## src/rtl/msi_irq_status.sv

```systemverilog
module msi_irq_status #(
  parameter int              DW       = 32,
  parameter int              NUM_MSI  = 32,
  parameter int              SUM_BIT  = 28,
  parameter logic [DW-1:0]   SRC_MASK = 32'h0000_FFFF,
  localparam int             NW       = $clog2(NUM_MSI)
) (
  input  logic          clk,
  input  logic          rst_n,
  input  logic [DW-1:0] local_evt,
  input  logic          msi_valid,
  input  logic [NW-1:0] msi_num,
  input  logic          reg_en,
  input  logic          reg_we,
  input  logic          reg_addr,
  input  logic [DW-1:0] reg_wdata,
  output logic [DW-1:0] reg_rdata,
  output logic          irq
);

  localparam logic [DW-1:0] SUM_ONE    = DW'(1) << SUM_BIT;
  localparam logic [DW-1:0] SRC_ONLY   = SRC_MASK & ~SUM_ONE;
  localparam logic [DW-1:0] LOCAL_IMPL = SRC_ONLY | SUM_ONE;

  logic [DW-1:0]      local_q, local_d, local_set, local_clr;
  logic [NUM_MSI-1:0] msi_q, msi_d, msi_hit, msi_clr;
  logic               wr_local, wr_msi;

  assign wr_local  = reg_en & reg_we & ~reg_addr;
  assign wr_msi    = reg_en & reg_we &  reg_addr;

  assign local_set = (local_evt & SRC_ONLY) | (msi_valid ? SUM_ONE : '0);
  assign local_clr = wr_local ? reg_wdata : '0;
  assign local_d   = ((local_q & ~local_clr) | local_set) & LOCAL_IMPL;

  assign msi_hit   = msi_valid ? (NUM_MSI'(1) << msi_num) : '0;
  assign msi_clr   = wr_msi ? reg_wdata[NUM_MSI-1:0] : '0;
  assign msi_d     = (msi_q & ~msi_clr) | msi_hit;

  always_ff @(posedge clk) begin
    if (!rst_n) begin
      local_q   <= '0;
      msi_q     <= '0;
      irq       <= 1'b0;
      reg_rdata <= '0;
    end else begin
      local_q <= local_d;
      msi_q   <= msi_d;
      irq     <= |local_q;
      if (reg_en && !reg_we)
        reg_rdata <= reg_addr ? DW'(msi_q) : local_q;
    end
  end

  a_r4_vector_set: assert property (@(posedge clk) disable iff (!rst_n)
    msi_valid |=> msi_q[$past(msi_num)]);

  a_r4_summary_set: assert property (@(posedge clk) disable iff (!rst_n)
    msi_valid |=> local_q[SUM_BIT]);

  a_r5_msi_clear_keeps_summary: assert property (@(posedge clk) disable iff (!rst_n)
    (wr_msi && local_q[SUM_BIT]) |=> local_q[SUM_BIT]);

  a_r3_irq_follows: assert property (@(posedge clk) disable iff (!rst_n)
    (|local_q) |=> irq);

  a_r7_set_beats_clear: assert property (@(posedge clk) disable iff (!rst_n)
    (msi_valid && wr_local && reg_wdata[SUM_BIT]) |=> local_q[SUM_BIT]);

endmodule

```

## config.mk

```make
export PLATFORM = sky130hd
export DESIGN_NAME = msi_irq_status
export DESIGN_NICKNAME = d
export VERILOG_FILES = /design/src/rtl/msi_irq_status.sv
export SDC_FILE = /design/constraint.sdc
export NUM_CORES = 1
export LEC_CHECK = 0
export ABC_AREA = 1
export BUFFER_PORTS_ARGS = -buffer_cell sky130_fd_sc_hd__clkbuf_2
export CORE_MARGIN = 3
export CORE_UTILIZATION = 50
export DETAILED_ROUTE_END_ITERATION = 8
export PLACE_DENSITY = 0.88
export SYNTH_ARGS = -nofsm -noshare
export SYNTH_HDL_FRONTEND = slang
export SYNTH_SLANG_ARGS = --single-unit
export TNS_END_PERCENT = 5
```

## constraint.sdc

```tcl
create_clock -name clk -period 1.4 [get_ports clk]
set_input_delay 0.21 -clock clk [delete_from_list [all_inputs] [get_ports clk]]
set_output_delay 0.21 -clock clk [all_outputs]
set_load 0.05 [all_outputs]
```

# [Yosys cells after proc, flatten, opt, wreduce, memory -nomap -nowiden]
# Index checks and enable logic that the tools add are counted.
[totals] mem_bits_rw=0 output_inout_bits=33 mem_bits_ro=0 reg_bits=82 latchBits=0 mem_count=0
[classes] n_mux=5 bitwise_logic=11 n_addsub=0 eq_ne=0 magnitude_cmp=0 div=0 shifts=1 reduce_logical=3 multipliers=0
[ops] operator="32-bit 2-to-1 mux" n=3
[ops] operator="29-bit 2-to-1 mux" n=2
[ops] operator="32-bit bitwise AND" n=1
[ops] operator="32-bit inverter" n=1
[ops] operator="32-bit bitwise OR" n=1
[ops] operator="32-bit OR reduction" n=1
[ops] operator="1-bit by 5-bit << shifter with 32-bit output, first input constant" n=1
[ops] operator="29-bit bitwise AND" n=1
[ops] operator="29-bit inverter" n=1
[ops] operator="16-bit by 29-bit bitwise OR with 29-bit output" n=1
[ops] operator="29-bit bitwise OR" n=1
[ops] operator="1-bit bitwise AND" n=3
[ops] operator="1-bit logical AND" n=1
[ops] operator="1-bit zero test" n=1
[ops] operator="1-bit inverter" n=1

# [Longest topological paths before layout]
[depth] word_depth=6 ltp_mapped=6 ltp_nobuf=6

# [Worst setup path before layout]
# Ideal clock, no wire load.
[synth_timing] path_type="input -> register" startpoint="input port reg_addr" endpoint="register local_q[10]" path_buffers=2 arrival_ns=0.900 setup_time_ns=0.132 path_slack_ns=0.368 path_stages=6 required_ns=1.268 cell_sequence="buf_4 -> inv_2 -> nand3_4 -> clkbuf_2 -> o21ai_0 -> a21oi_1"
[synth_via] elab_chain_cells=6
[synth_lines] item="from (decl)" line="15" rtl="input logic reg_addr,"
[synth_lines] item="1-bit inverter" line="29" rtl="assign wr_local = reg_en & reg_we & ~reg_addr;"
[synth_lines] item="1-bit bitwise AND" line="29"
[synth_lines] item="29-bit 2-to-1 mux" line="33" rtl="assign local_clr = wr_local ? reg_wdata : '0;"
[synth_lines] item="29-bit inverter" line="34" rtl="assign local_d = ((local_q & ~local_clr) | local_set) & LOCAL_IMPL;"
[synth_lines] item="29-bit bitwise AND" line="34"
[synth_lines] item="29-bit bitwise OR" line="34"
[synth_lines] item="to (signal assigned)" line="47" rtl="local_q <= local_d;"
[synth_lines] item="to (decl)" line="25" rtl="logic [DW-1:0] local_q, local_d, local_set, local_clr;"
# No other way between the ends.
# A chain may end at the register's enable or synchronous reset.

# [Worst setup path after layout]
[layout_timing] startpoint="register reg_rdata[4]" endpoint="output port reg_rdata[4]"
[layout_rtl] item="from (decl)" line="17" rtl="output logic [DW-1:0] reg_rdata,"
[layout_rtl] item="from (signal assigned)" line="51" rtl="reg_rdata <= reg_addr ? DW'(msi_q) : local_q;"
# No word-level cell between the ends.

==> insert_results.sql <==
INSERT INTO impl_metrics (metric_group, metric, value, unit) VALUES
('clock_network', 'post_cts_resize_count', '0', ''),
('yosys', 'most_area_consuming_cells_after_synthesis', 'dfxtp_1 49%, a21oi_1 14%, o21ai_0 10%, nand2_1 6.6%, inv_1 6.4%', ''),
('sta', 'max_slew.worst_pin.slew', '420.5', 'ps'),
('worst_setup_path', 'slowest_stage', 'dfxtp_1', ''),
('yosys', 'post_synth_num_cell_types', '18', ''),
('clock_network', 'insertion_delay', '350', 'ps'),
('routing', 'initialDrtViolationCount', '282', ''),
('final_layout', 'proportion_of_layout_cells_with_a_drive_suffix_above_1', '0.2294', ''),
('sta', 'post-route-period-util', '0.8559', ''),
('yosys', 'synth_top_cell_by_area', 'dfxtp_1', ''),
('routing', 'via_per_inst', '5.449', ''),
('yosys', 'synthMuxAreaShare', '0', ''),
('sta', 'sum_neg_setup_slack', '0', 'ps'),
('sta', 'grt_setup_unrepaired', 'no', ''),
('final_layout', 'multi_input_gate_area', '0.001345', 'mm^2'),
('sta', 'final_period_minus_worst_setup_slack', '1198', 'ps'),
('sta', 'worst_hold_slack', '69.92', 'ps'),
('sta', 'setup_viol', '0', ''),
('worst_setup_path', 'worstPathMaxFanout', '2', ''),
('floorplanning', 'placeableCoreArea', '0.006422', 'mm^2'),
('sta', 'maxClockFrequency', '834.5', 'MHz'),
('flow_run', 'drv_cap', '0', ''),
('yosys', 'synth-async-reset-ratio', '0', ''),
('yosys', 'synth_cells', '453', ''),
('global_routing', 'global_route_wire_length_before_repair', '14430', 'um'),
('clock_network', 'cts_sinks', '82', ''),
('placement', 'dp_slack', '174.9', 'ps'),
('placement', 'finalWeightedCongestion', '0.9367', ''),
('yosys', 'post_synth_xor_area_fraction', '0', ''),
('routing', 'num_vias', '3389', ''),
('power_and_ir_drop', 'power.density', '1140', 'mW/mm^2'),
('final_layout', 'syn2layout_area_growth', '20.99', '%'),
('clock_network', 'post-cts-setup-buffer-count', '0', ''),
('final_layout', 'final_net_count', '615', ''),
('routing', 'route.detailed.drc', '0', ''),
('yosys', 'syn_area_per_cell', '7.408', 'um^2'),
('floorplanning', 'dieArea', '0.007731', 'mm^2'),
('run_status', 'outcome', 'completed', ''),
('routing', 'firstDrtPassIters', '5', ''),
('floorplanning', 'die_y', '87.93', 'um'),
('worst_setup_path', 'critical_path.endpoint_type', 'output port', ''),
('floorplanning', 'die_x', '87.93', 'um'),
('yosys', 'dominant_combinational_cell_family_by_area_after_synthesis', 'compound AO/OA/AOI/OAI gates', ''),
('yosys', 'yosys_synthesis_warning_count', '0', ''),
('worst_setup_path', 'crit_chain', 'clkbuf_2', ''),
('global_routing', 'gr-total-overflow', '0', ''),
('clock_network', 'tritoncts_clock_tree', 'yes', ''),
('final_layout', 'num_antenna_cells', '0', ''),
('worst_setup_path', 'critPathTopFamily', 'flip-flops', ''),
('global_routing', 'pin_count_of_the_biggest_net_entering_global_routing', '37', ''),
('floorplanning', 'fp-row-count', '29', ''),
('placement', 'hpwl', '6492', 'um'),
('sta', 'maxSlewViolCount', '0', ''),
('yosys', 'yosys_most_used_dff', 'dfxtp_1', ''),
('final_layout', 'sequential_cell_area', '0.001642', 'mm^2'),
('worst_setup_path', 'startpoint_type', 'register', ''),
('yosys', 'synth_compound_gate_area_share', '0.2446', ''),
('placement', 'place_inst', '606', ''),
('clock_network', 'clock-root-buffer', 'clkbuf_8', ''),
('floorplanning', 'top_level_ports', '108', ''),
('worst_setup_path', 'worst-endpoint-required', '1190', 'ps'),
('worst_setup_path', 'cp.buffers_inverters', '1', ''),
('global_routing', 'first_global_vias', '3152', ''),
('final_layout', 'layout.filler_cells', '576', ''),
('min_path', 'holdCritPathClass', 'in -> reg', ''),
('clock_network', 'h_tree_depth', '3', ''),
('yosys', 'synth-adder-area-share', '0', ''),
('clock_network', 'hold_fix_buffers_cts', '0', ''),
('sta', 'report.final.hold_viol_count', '0', ''),
('placement', 'post_dp_cell_area', '0.003877', 'mm^2'),
('yosys', 'yosysSeqAreaShare', '0.4892', '');
[path summary, 6_finish.rpt]
kind                                     from             to  slack, ps  cells after the start
worst max-delay path             reg_rdata[4]   reg_rdata[4]        200                      1
worst min-delay path             local_evt[2]     local_q[2]         70                      3
worst max register to register     local_q[3]            irq        380                      6
worst min register to register  reg_rdata[23]  reg_rdata[23]        460                      2
[where the power goes]
group	leakage [uW]	switching [uW]	internal, uW
clock network	0.0000965	799	787
registers	0.000670	49.6	2410
logic	0.00107	401	183
[layout by cell type, fill, tap and decap left out]
cell type | Yosys | final
a21oi_1 | 96 | 96
clkbuf_2 | 2 | 91
dfxtp_1 | 82 | 82
o21ai_0 | 67 | 67
nand2_1 | 59 | 59
inv_1 | 57 | 57
nand3_1 | 24 | 24
nor2_1 | 22 | 22
clkbuf_8 | 0 | 12
buf_4 | 5 | 12
nand4_1 | 8 | 8
inv_2 | 4 | 4
nor3_1 | 2 | 2
nor2_4 | 2 | 2
clkbuf_1 | 9 | 2
clkinv_2 | 0 | 2
o21ai_1 | 1 | 1
nand3_4 | 1 | 1
buf_12 | 0 | 1
[layer usage]
layer	part of all wire	track usage
met1	0.43	0.3080
met5	0	0
met3	0.077	0.04798
met2	0.46	0.3877
met4	0.035	0.1227
[state kept, by name, indices dropped and copies added (netlist names)]
name / count
local_q: 17
msi_q: 32
reg_rdata: 32
irq: 1
[per-stage QoR]
step           power (uW)  utilization
2_1_floorplan        2877            -
3_3_place_gp         3068       0.6037
3_5_place_dp         3088       0.6037
4_1_cts              4646       0.6322
5_1_grt              4805       0.6322
6_report             4630       0.6322
[cells by family after synthesis]
logic type / Yosys count
compound gates: 164
simple gates: 118
buf+inv: 89
flops: 82
[worst register-to-register path, cell delays in order, from the launching register on]
cell and delay (ps):
dfxtp_1 320, nor2_1 170, nand2_1 100, nor2_1 130, nand3_1 90, nand2_1 60
inv_1 50
[area by class of cell]
type / instances / area share
Clock buffer: 14 / 0.04253
Clock inverter: 2 / 0.002465
Inverter: 61 / 0.05639
Multi-Input combinational cell: 282 / 0.3313
Sequential cell: 82 / 0.4043
Tap cell: 77 / 0.02373
Timing Repair Buffer: 104 / 0.1393
No activity file was read; power rests on OpenSTA's default activity.
